$ cat config.mk
export PLATFORM = sky130hd
export DESIGN_NAME = cop_addr_map
export DESIGN_NICKNAME = d
export VERILOG_FILES = /design/src/rtl/cop_map_pkg.sv /design/src/rtl/cop_addr_decode.sv /design/src/rtl/cop_bank_reg.sv /design/src/rtl/cop_access_seq.sv /design/src/rtl/cop_addr_map.sv
export SDC_FILE = /design/constraint.sdc
export NUM_CORES = 1
export LEC_CHECK = 0
export ABC_AREA = 1
export BUFFER_PORTS_ARGS = -buffer_cell sky130_fd_sc_hd__buf_2
export CORE_UTILIZATION = 30
export CTS_BUF_LIST = sky130_fd_sc_hd__clkbuf_8
export DETAILED_ROUTE_END_ITERATION = 8
export PLACE_DENSITY = 0.56
export SETUP_SLACK_MARGIN = 0.15
export SLEW_MARGIN = 20
export SYNTH_ARGS = -nofsm -noshare
export SYNTH_HDL_FRONTEND = slang
export SYNTH_SLANG_ARGS = --single-unit
$ cat constraint.sdc
create_clock -name clk_i -period 5.3 [get_ports clk_i]
set_input_delay 0.795 -clock clk_i [delete_from_list [all_inputs] [get_ports clk_i]]
set_output_delay 0.795 -clock clk_i [all_outputs]
set_load 0.05 [all_outputs]
$ cat src/rtl/cop_map_pkg.sv
package cop_map_pkg;
  localparam int unsigned CPU_AW  = 16;
  localparam int unsigned BYTE_W  = 8;
  localparam int unsigned WORD_W  = 2 * BYTE_W;

  typedef enum logic [2:0] {
    TGT_NONE,
    TGT_RAM,
    TGT_FM,
    TGT_PSG,
    TGT_BANK,
    TGT_WIN
  } tgt_e;

  typedef enum logic {
    SQ_IDLE,
    SQ_EXEC
  } sq_e;
endpackage

$ cat src/rtl/cop_addr_decode.sv
module cop_addr_decode
  import cop_map_pkg::*;
(
  input  logic [CPU_AW-1:0] addr_i,
  input  logic              we_i,
  output tgt_e              tgt_o
);
  localparam logic [CPU_AW-1:0] PSG_MASK  = 16'hFFF9;
  localparam logic [CPU_AW-1:0] PSG_MATCH = 16'h7F11;
  localparam logic [7:0]        BANK_PAGE = 8'h60;

  always_comb begin
    tgt_o = TGT_NONE;
    if (addr_i[15]) begin
      tgt_o = TGT_WIN;
    end else if (addr_i[15:14] == 2'b00) begin
      tgt_o = TGT_RAM;
    end else if (addr_i[15:13] == 3'b010) begin
      tgt_o = TGT_FM;
    end else if (addr_i[15:8] == BANK_PAGE) begin
      // bank range is write-only; reads fall through to zero
      tgt_o = we_i ? TGT_BANK : TGT_NONE;
    end else if ((addr_i & PSG_MASK) == PSG_MATCH) begin
      tgt_o = we_i ? TGT_PSG : TGT_NONE;
    end
  end
endmodule

$ cat src/rtl/cop_bank_reg.sv
module cop_bank_reg #(
  parameter int unsigned BANK_W = 9
) (
  input  logic              clk_i,
  input  logic              rst_ni,
  input  logic              shift_i,
  input  logic              bit_i,
  output logic [BANK_W-1:0] bank_o
);
  always_ff @(posedge clk_i or negedge rst_ni) begin
    if (!rst_ni) begin
      bank_o <= '0;
    end else if (shift_i) begin
      bank_o <= {bit_i, bank_o[BANK_W-1:1]};
    end
  end
endmodule

$ cat src/rtl/cop_access_seq.sv
module cop_access_seq
  import cop_map_pkg::*;
(
  input  logic              clk_i,
  input  logic              rst_ni,
  input  logic              req_i,
  input  logic              we_i,
  input  logic              wide_i,
  input  logic [CPU_AW-1:0] addr_i,
  input  logic [WORD_W-1:0] wdata_i,
  input  tgt_e              tgt_i,
  input  logic              win_ack_i,
  input  logic [BYTE_W-1:0] byte_rdata_i,
  output logic [CPU_AW-1:0] cur_addr_o,
  output logic              cur_we_o,
  output logic [BYTE_W-1:0] cur_wdata_o,
  output logic              active_o,
  output logic              step_o,
  output logic [WORD_W-1:0] rdata_o,
  output logic              done_o
);
  sq_e               state_q;
  logic [CPU_AW-1:0] base_q;
  logic [WORD_W-1:0] wdata_q;
  logic              we_q, wide_q, idx_q;
  logic [BYTE_W-1:0] lo_q;
  logic              last_byte;

  assign active_o    = (state_q == SQ_EXEC);
  assign cur_addr_o  = base_q + CPU_AW'(idx_q);
  assign cur_we_o    = we_q;
  assign cur_wdata_o = idx_q ? wdata_q[WORD_W-1:BYTE_W] : wdata_q[BYTE_W-1:0];
  // a window byte completes only on acknowledge, all local bytes in one cycle
  assign step_o      = active_o && ((tgt_i != TGT_WIN) || win_ack_i);
  assign last_byte   = !wide_q || idx_q;

  always_ff @(posedge clk_i or negedge rst_ni) begin
    if (!rst_ni) begin
      state_q <= SQ_IDLE;
      base_q  <= '0;
      wdata_q <= '0;
      we_q    <= 1'b0;
      wide_q  <= 1'b0;
      idx_q   <= 1'b0;
      lo_q    <= '0;
      rdata_o <= '0;
      done_o  <= 1'b0;
    end else begin
      done_o <= 1'b0;
      unique case (state_q)
        SQ_IDLE: begin
          if (req_i) begin
            base_q  <= addr_i;
            wdata_q <= wdata_i;
            we_q    <= we_i;
            wide_q  <= wide_i;
            idx_q   <= 1'b0;
            state_q <= SQ_EXEC;
          end
        end
        SQ_EXEC: begin
          if (step_o) begin
            if (!idx_q) lo_q <= byte_rdata_i;
            if (last_byte) begin
              state_q <= SQ_IDLE;
              done_o  <= 1'b1;
              if (we_q)        rdata_o <= '0;
              else if (wide_q) rdata_o <= {byte_rdata_i, lo_q};
              else             rdata_o <= {{BYTE_W{1'b0}}, byte_rdata_i};
            end else begin
              idx_q <= 1'b1;
            end
          end
        end
        default: state_q <= SQ_IDLE;
      endcase
    end
  end
endmodule

$ cat src/rtl/cop_addr_map.sv
module cop_addr_map
  import cop_map_pkg::*;
#(
  parameter int unsigned MAIN_AW = 24,
  parameter int unsigned WIN_AW  = 15,
  parameter int unsigned RAM_AW  = 13
) (
  input  logic               clk_i,
  input  logic               rst_ni,
  input  logic               cop_req_i,
  input  logic               cop_we_i,
  input  logic               cop_wide_i,
  input  logic [15:0]        cop_addr_i,
  input  logic [15:0]        cop_wdata_i,
  output logic [15:0]        cop_rdata_o,
  output logic               cop_wait_o,
  output logic               cop_done_o,
  output logic               ram_re_o,
  output logic               ram_we_o,
  output logic [RAM_AW-1:0]  ram_addr_o,
  output logic [7:0]         ram_wdata_o,
  input  logic [7:0]         ram_rdata_i,
  output logic               fm_re_o,
  output logic               fm_we_o,
  output logic [1:0]         fm_addr_o,
  output logic [7:0]         fm_wdata_o,
  input  logic [7:0]         fm_status_i,
  output logic               psg_we_o,
  output logic [7:0]         psg_wdata_o,
  output logic               mbus_req_o,
  output logic               mbus_we_o,
  output logic [MAIN_AW-1:0] mbus_addr_o,
  output logic [7:0]         mbus_wdata_o,
  input  logic [7:0]         mbus_rdata_i,
  input  logic               mbus_ack_i
);
  localparam int unsigned BANK_W = MAIN_AW - WIN_AW;

  logic [CPU_AW-1:0] cur_addr;
  logic              cur_we, active, step;
  logic [BYTE_W-1:0] cur_wdata, byte_rdata;
  logic [BANK_W-1:0] bank;
  tgt_e              tgt;

  cop_addr_decode u_dec (
    .addr_i (cur_addr),
    .we_i   (cur_we),
    .tgt_o  (tgt)
  );

  cop_access_seq u_seq (
    .clk_i        (clk_i),
    .rst_ni       (rst_ni),
    .req_i        (cop_req_i),
    .we_i         (cop_we_i),
    .wide_i       (cop_wide_i),
    .addr_i       (cop_addr_i),
    .wdata_i      (cop_wdata_i),
    .tgt_i        (tgt),
    .win_ack_i    (mbus_ack_i),
    .byte_rdata_i (byte_rdata),
    .cur_addr_o   (cur_addr),
    .cur_we_o     (cur_we),
    .cur_wdata_o  (cur_wdata),
    .active_o     (active),
    .step_o       (step),
    .rdata_o      (cop_rdata_o),
    .done_o       (cop_done_o)
  );

  cop_bank_reg #(.BANK_W(BANK_W)) u_bank (
    .clk_i   (clk_i),
    .rst_ni  (rst_ni),
    .shift_i (step && (tgt == TGT_BANK)),
    .bit_i   (cur_wdata[0]),
    .bank_o  (bank)
  );

  always_comb begin
    unique case (tgt)
      TGT_RAM: byte_rdata = ram_rdata_i;
      TGT_FM:  byte_rdata = fm_status_i;
      TGT_WIN: byte_rdata = mbus_rdata_i;
      default: byte_rdata = '0;
    endcase
  end

  assign cop_wait_o   = active;
  assign ram_re_o     = active && (tgt == TGT_RAM) && !cur_we;
  assign ram_we_o     = active && (tgt == TGT_RAM) &&  cur_we;
  assign ram_addr_o   = cur_addr[RAM_AW-1:0];
  assign ram_wdata_o  = cur_wdata;
  assign fm_re_o      = active && (tgt == TGT_FM) && !cur_we;
  assign fm_we_o      = active && (tgt == TGT_FM) &&  cur_we;
  assign fm_addr_o    = cur_addr[1:0];
  assign fm_wdata_o   = cur_wdata;
  assign psg_we_o     = active && (tgt == TGT_PSG);
  assign psg_wdata_o  = cur_wdata;
  assign mbus_req_o   = active && (tgt == TGT_WIN);
  assign mbus_we_o    = cur_we;
  assign mbus_addr_o  = {bank, cur_addr[WIN_AW-1:0]};
  assign mbus_wdata_o = cur_wdata;
endmodule

==> impl_metrics.ini <==
[yosys]
async_reset_ff_share_pct = 100
syn-num-nets = 566
count_of_flip_flops_with_a_built_in_enable_after_synthesis = 0
ys.flop_type = sky130_fd_sc_hd__dfrtp_1
post_synth_and_or_nand_nor_area_fraction_pct = 35.0
yosys.area_share.adder_pct = 0.605
synth.mux.area_fraction_pct = 5.71
syn-cell-area_mm2 = 0.00414
largest_family_of_logic_cells_by_synthesized_area = simple AND/OR/NAND/NOR gates
netlist_instances = 502
ys.warnings.count = 0
post_synth_xor_area_fraction_pct = 0.423
postSynthAreaPerCell_um2 = 8.24
synth.yosys.seq_area_share_pct = 42.3
synth_seq_cells = 70
synth-compound-area-share_pct = 3.39
synth.distinct_cells = 32

[routing]
drc = 0
route.antenna.remaining_nets = 0
route.detailed.vias_per_inst = 4.73
wl_per_cell_um = 14.8
final_routed_wirelength_um = 11800
via_count = 3768
drt_first_iter_violations = 154
drt_first_pass_iters = 4

[timing]
period_minus_slack_ns = 3.44
post-route-period-util_pct = 65.0
worst-slew-pin-transition_ns = 0.995
setup_total_negative_slack_ns = 0
post_route_clock_skew_ns = 0.0144
fin_hold_ws_ns = 0.470
final_max_slew_viol_count = 0
rsz0062_at_grt = no
max_freq_ghz = 0.290
max_slew_margin_pct = 33.4
setup-violations-final = 0
finalHoldViolCount = 0

[global_route]
global_route.overflow_total = 0
globalRouteMet2Util_pct = 27.9
grt_max_degree = 71
first_global_vias = 3631
globalRoute.busiestLayer = met2
global_route.usage.total_pct = 17.3
grt_util_met1_pct = 21.3
grt_antenna_before_repair = 1
grt_first_pass_wirelength_um = 18700
met3_usage_pct = 5.08

[critical_path]
worstPathCellList = ha_1, nand2_2, nor2_4, nand2_2, clkinv_2, nand2_1, nand2_4, nand2_4, nand2_4, inv_1, nand2_1, nand2_1, nand2_1, nor2_2, buf_2
cpPeakStageDelay_ns = 0.43
r2r_setup_slack_ns = 3.02
setup.worst_path.start_class = flip-flop
end_kind = primary output
worst-path-max-fanout = 20
crit_top_cell = sky130_fd_sc_hd__nand2_1
path_class = flip-flop to primary output
critical-path-slowest-cell = sky130_fd_sc_hd__dfrtp_1
worst-endpoint-arrival_ns = 2.65
cp_required_ns = 4.51

[finish]
ant_diodes = 0
most_common_cell_after_layout_fill_and_taps_aside = sky130_fd_sc_hd__buf_2
most-common-layout-cells = sky130_fd_sc_hd__buf_2, sky130_fd_sc_hd__nand2_1, sky130_fd_sc_hd__dfrtp_1, sky130_fd_sc_hd__nand3_1, sky130_fd_sc_hd__nor2_1
area_growth_syn_to_layout_pct = 19.7
finish.net_count = 680
drive_above_1_share_pct = 37.4

[die]
die_area_mm2 = 0.0143
num_io_pins = 158
start_util_pct = 31.0
floorplan.die.width_um = 119
core-area_mm2 = 0.0133
num_rows = 42
die_span_y_um = 119

[hold_path]
worstHoldPathType = flip-flop to flip-flop

[cts]
h-tree-depth = 3
postCtsResizedCells = 0
cts_setup_buffers = 0
clockRootBuffer = sky130_fd_sc_hd__clkbuf_8
clkSlewWorstSetupHoldPaths_ns = 0.08
clock_insertion_delay_worst_skew_ns = 0.37
cts_hold_repair.buffers = 0
cts-root-to-sink-buffers = 2
cts-buffers-inserted = 9
cts_sinks = 70
cts_tree = built

[placement]
buffer_ports.inserted = 157
gp_congestion = 0.849
detailed_place_hpwl_um = 8790

[job]
maxCapViolCount = 0

[status]
run_status = complete, no violations
critical path: cells and delay by family (launching register included):
family	cells	cell delay, ns
flops	1	0.43
fa+ha+maj	1	0.23
buf+inv	3	0.43
simple gates	11	1.20
synthesized netlist by cell type, types with 2 or more instances:
library cell	count	share of area, %
sky130_fd_sc_hd__nand2_1	148	13
sky130_fd_sc_hd__dfrtp_1	70	42
sky130_fd_sc_hd__nand3_1	50	6.0
sky130_fd_sc_hd__buf_4	43	7.8
sky130_fd_sc_hd__nor2_1	32	2.9
sky130_fd_sc_hd__inv_1	27	2.4
sky130_fd_sc_hd__nand4_1	23	3.5
sky130_fd_sc_hd__mux2_2	21	5.7
sky130_fd_sc_hd__a21oi_1	14	1.7
sky130_fd_sc_hd__o21ai_0	13	1.6
sky130_fd_sc_hd__nand2_2	9	1.4
sky130_fd_sc_hd__nor2_2	7	1.1
sky130_fd_sc_hd__buf_2	5	0.60
sky130_fd_sc_hd__clkbuf_1	5	0.45
sky130_fd_sc_hd__nor2_4	5	1.4
sky130_fd_sc_hd__nand3_4	4	1.7
sky130_fd_sc_hd__nor3_1	4	0.48
sky130_fd_sc_hd__nand2_4	3	0.82
sky130_fd_sc_hd__clkinv_1	2	0.18
sky130_fd_sc_hd__ha_1	2	0.60
sky130_fd_sc_hd__inv_2	2	0.18
sky130_fd_sc_hd__nand3b_1	2	0.36
sky130_fd_sc_hd__nor2_8	2	0.97
final timing paths:
kind,cells past startpoint,endpoint,start
hold reg to reg,2,u_bank.bank_o[0],u_bank.bank_o[0]
hold / removal,2,u_bank.bank_o[0],u_bank.bank_o[0]
setup reg to reg,12,u_seq.rdata_o[0],u_seq.idx_q
min in group asynchronous,1,u_seq.base_q[8],rst_ni
setup / recovery,15,psg_we_o,u_seq.idx_q
max in group asynchronous,1,u_bank.bank_o[1],rst_ni
layout make-up:
| type | count | area, um2 |
|---|---|---|
| multi-input cells | 345 | 1870 |
| flip-flops and latches | 70 | 1750 |
| clock inverters | 4 | 28.8 |
| well taps | 176 | 220 |
| clock buffers | 12 | 165 |
| fillers | 1413 | 8390 |
| inverters | 32 | 121 |
| repair buffers | 158 | 796 |
through the flow:
step	cell area [um2]	setup slack, ns	std cells	util [%]
after floorplan	4140	1.98	502	-
after global placement	4760	2.31	781	35.7
after detailed placement	4760	2.23	781	35.7
after CTS	4950	1.81	797	37.1
after global routing	4950	1.60	797	37.1
final	4950	1.86	797	37.1
cell families (layout without fill, tap and decap cells):
| group | count (synthesis) | after routing |
|---|---|---|
| flip-flops | 70 | 70 |
| multiplexers | 21 | 21 |
| AO/OA/AOI/OAI | 28 | 28 |
| AND/OR/NAND/NOR | 292 | 292 |
| adder cells (fa/ha/maj) | 2 | 2 |
| buffers and inverters | 87 | 206 |
| XOR/XNOR | 2 | 2 |
flip-flops by register name, summed over array words and instances, names as in the netlist, 8 cells and up:
signal	cells
u_bank.bank_o	9
u_seq.base_q	16
u_seq.wdata_q	16
u_seq.rdata_o	16
u_seq.lo_q	8
per-layer routing:
metal | vias to the layer above | wire length, um
li1 | 1823 | -
met1 | 1802 | 5180
met2 | 116 | 5650
met3 | 25 | 629
met4 | 2 | 291
met5 | - | 13
Power is left out: the tool's default activity adds up to more than one toggle a clock period on the data nets, which glitch-free logic cannot reach.
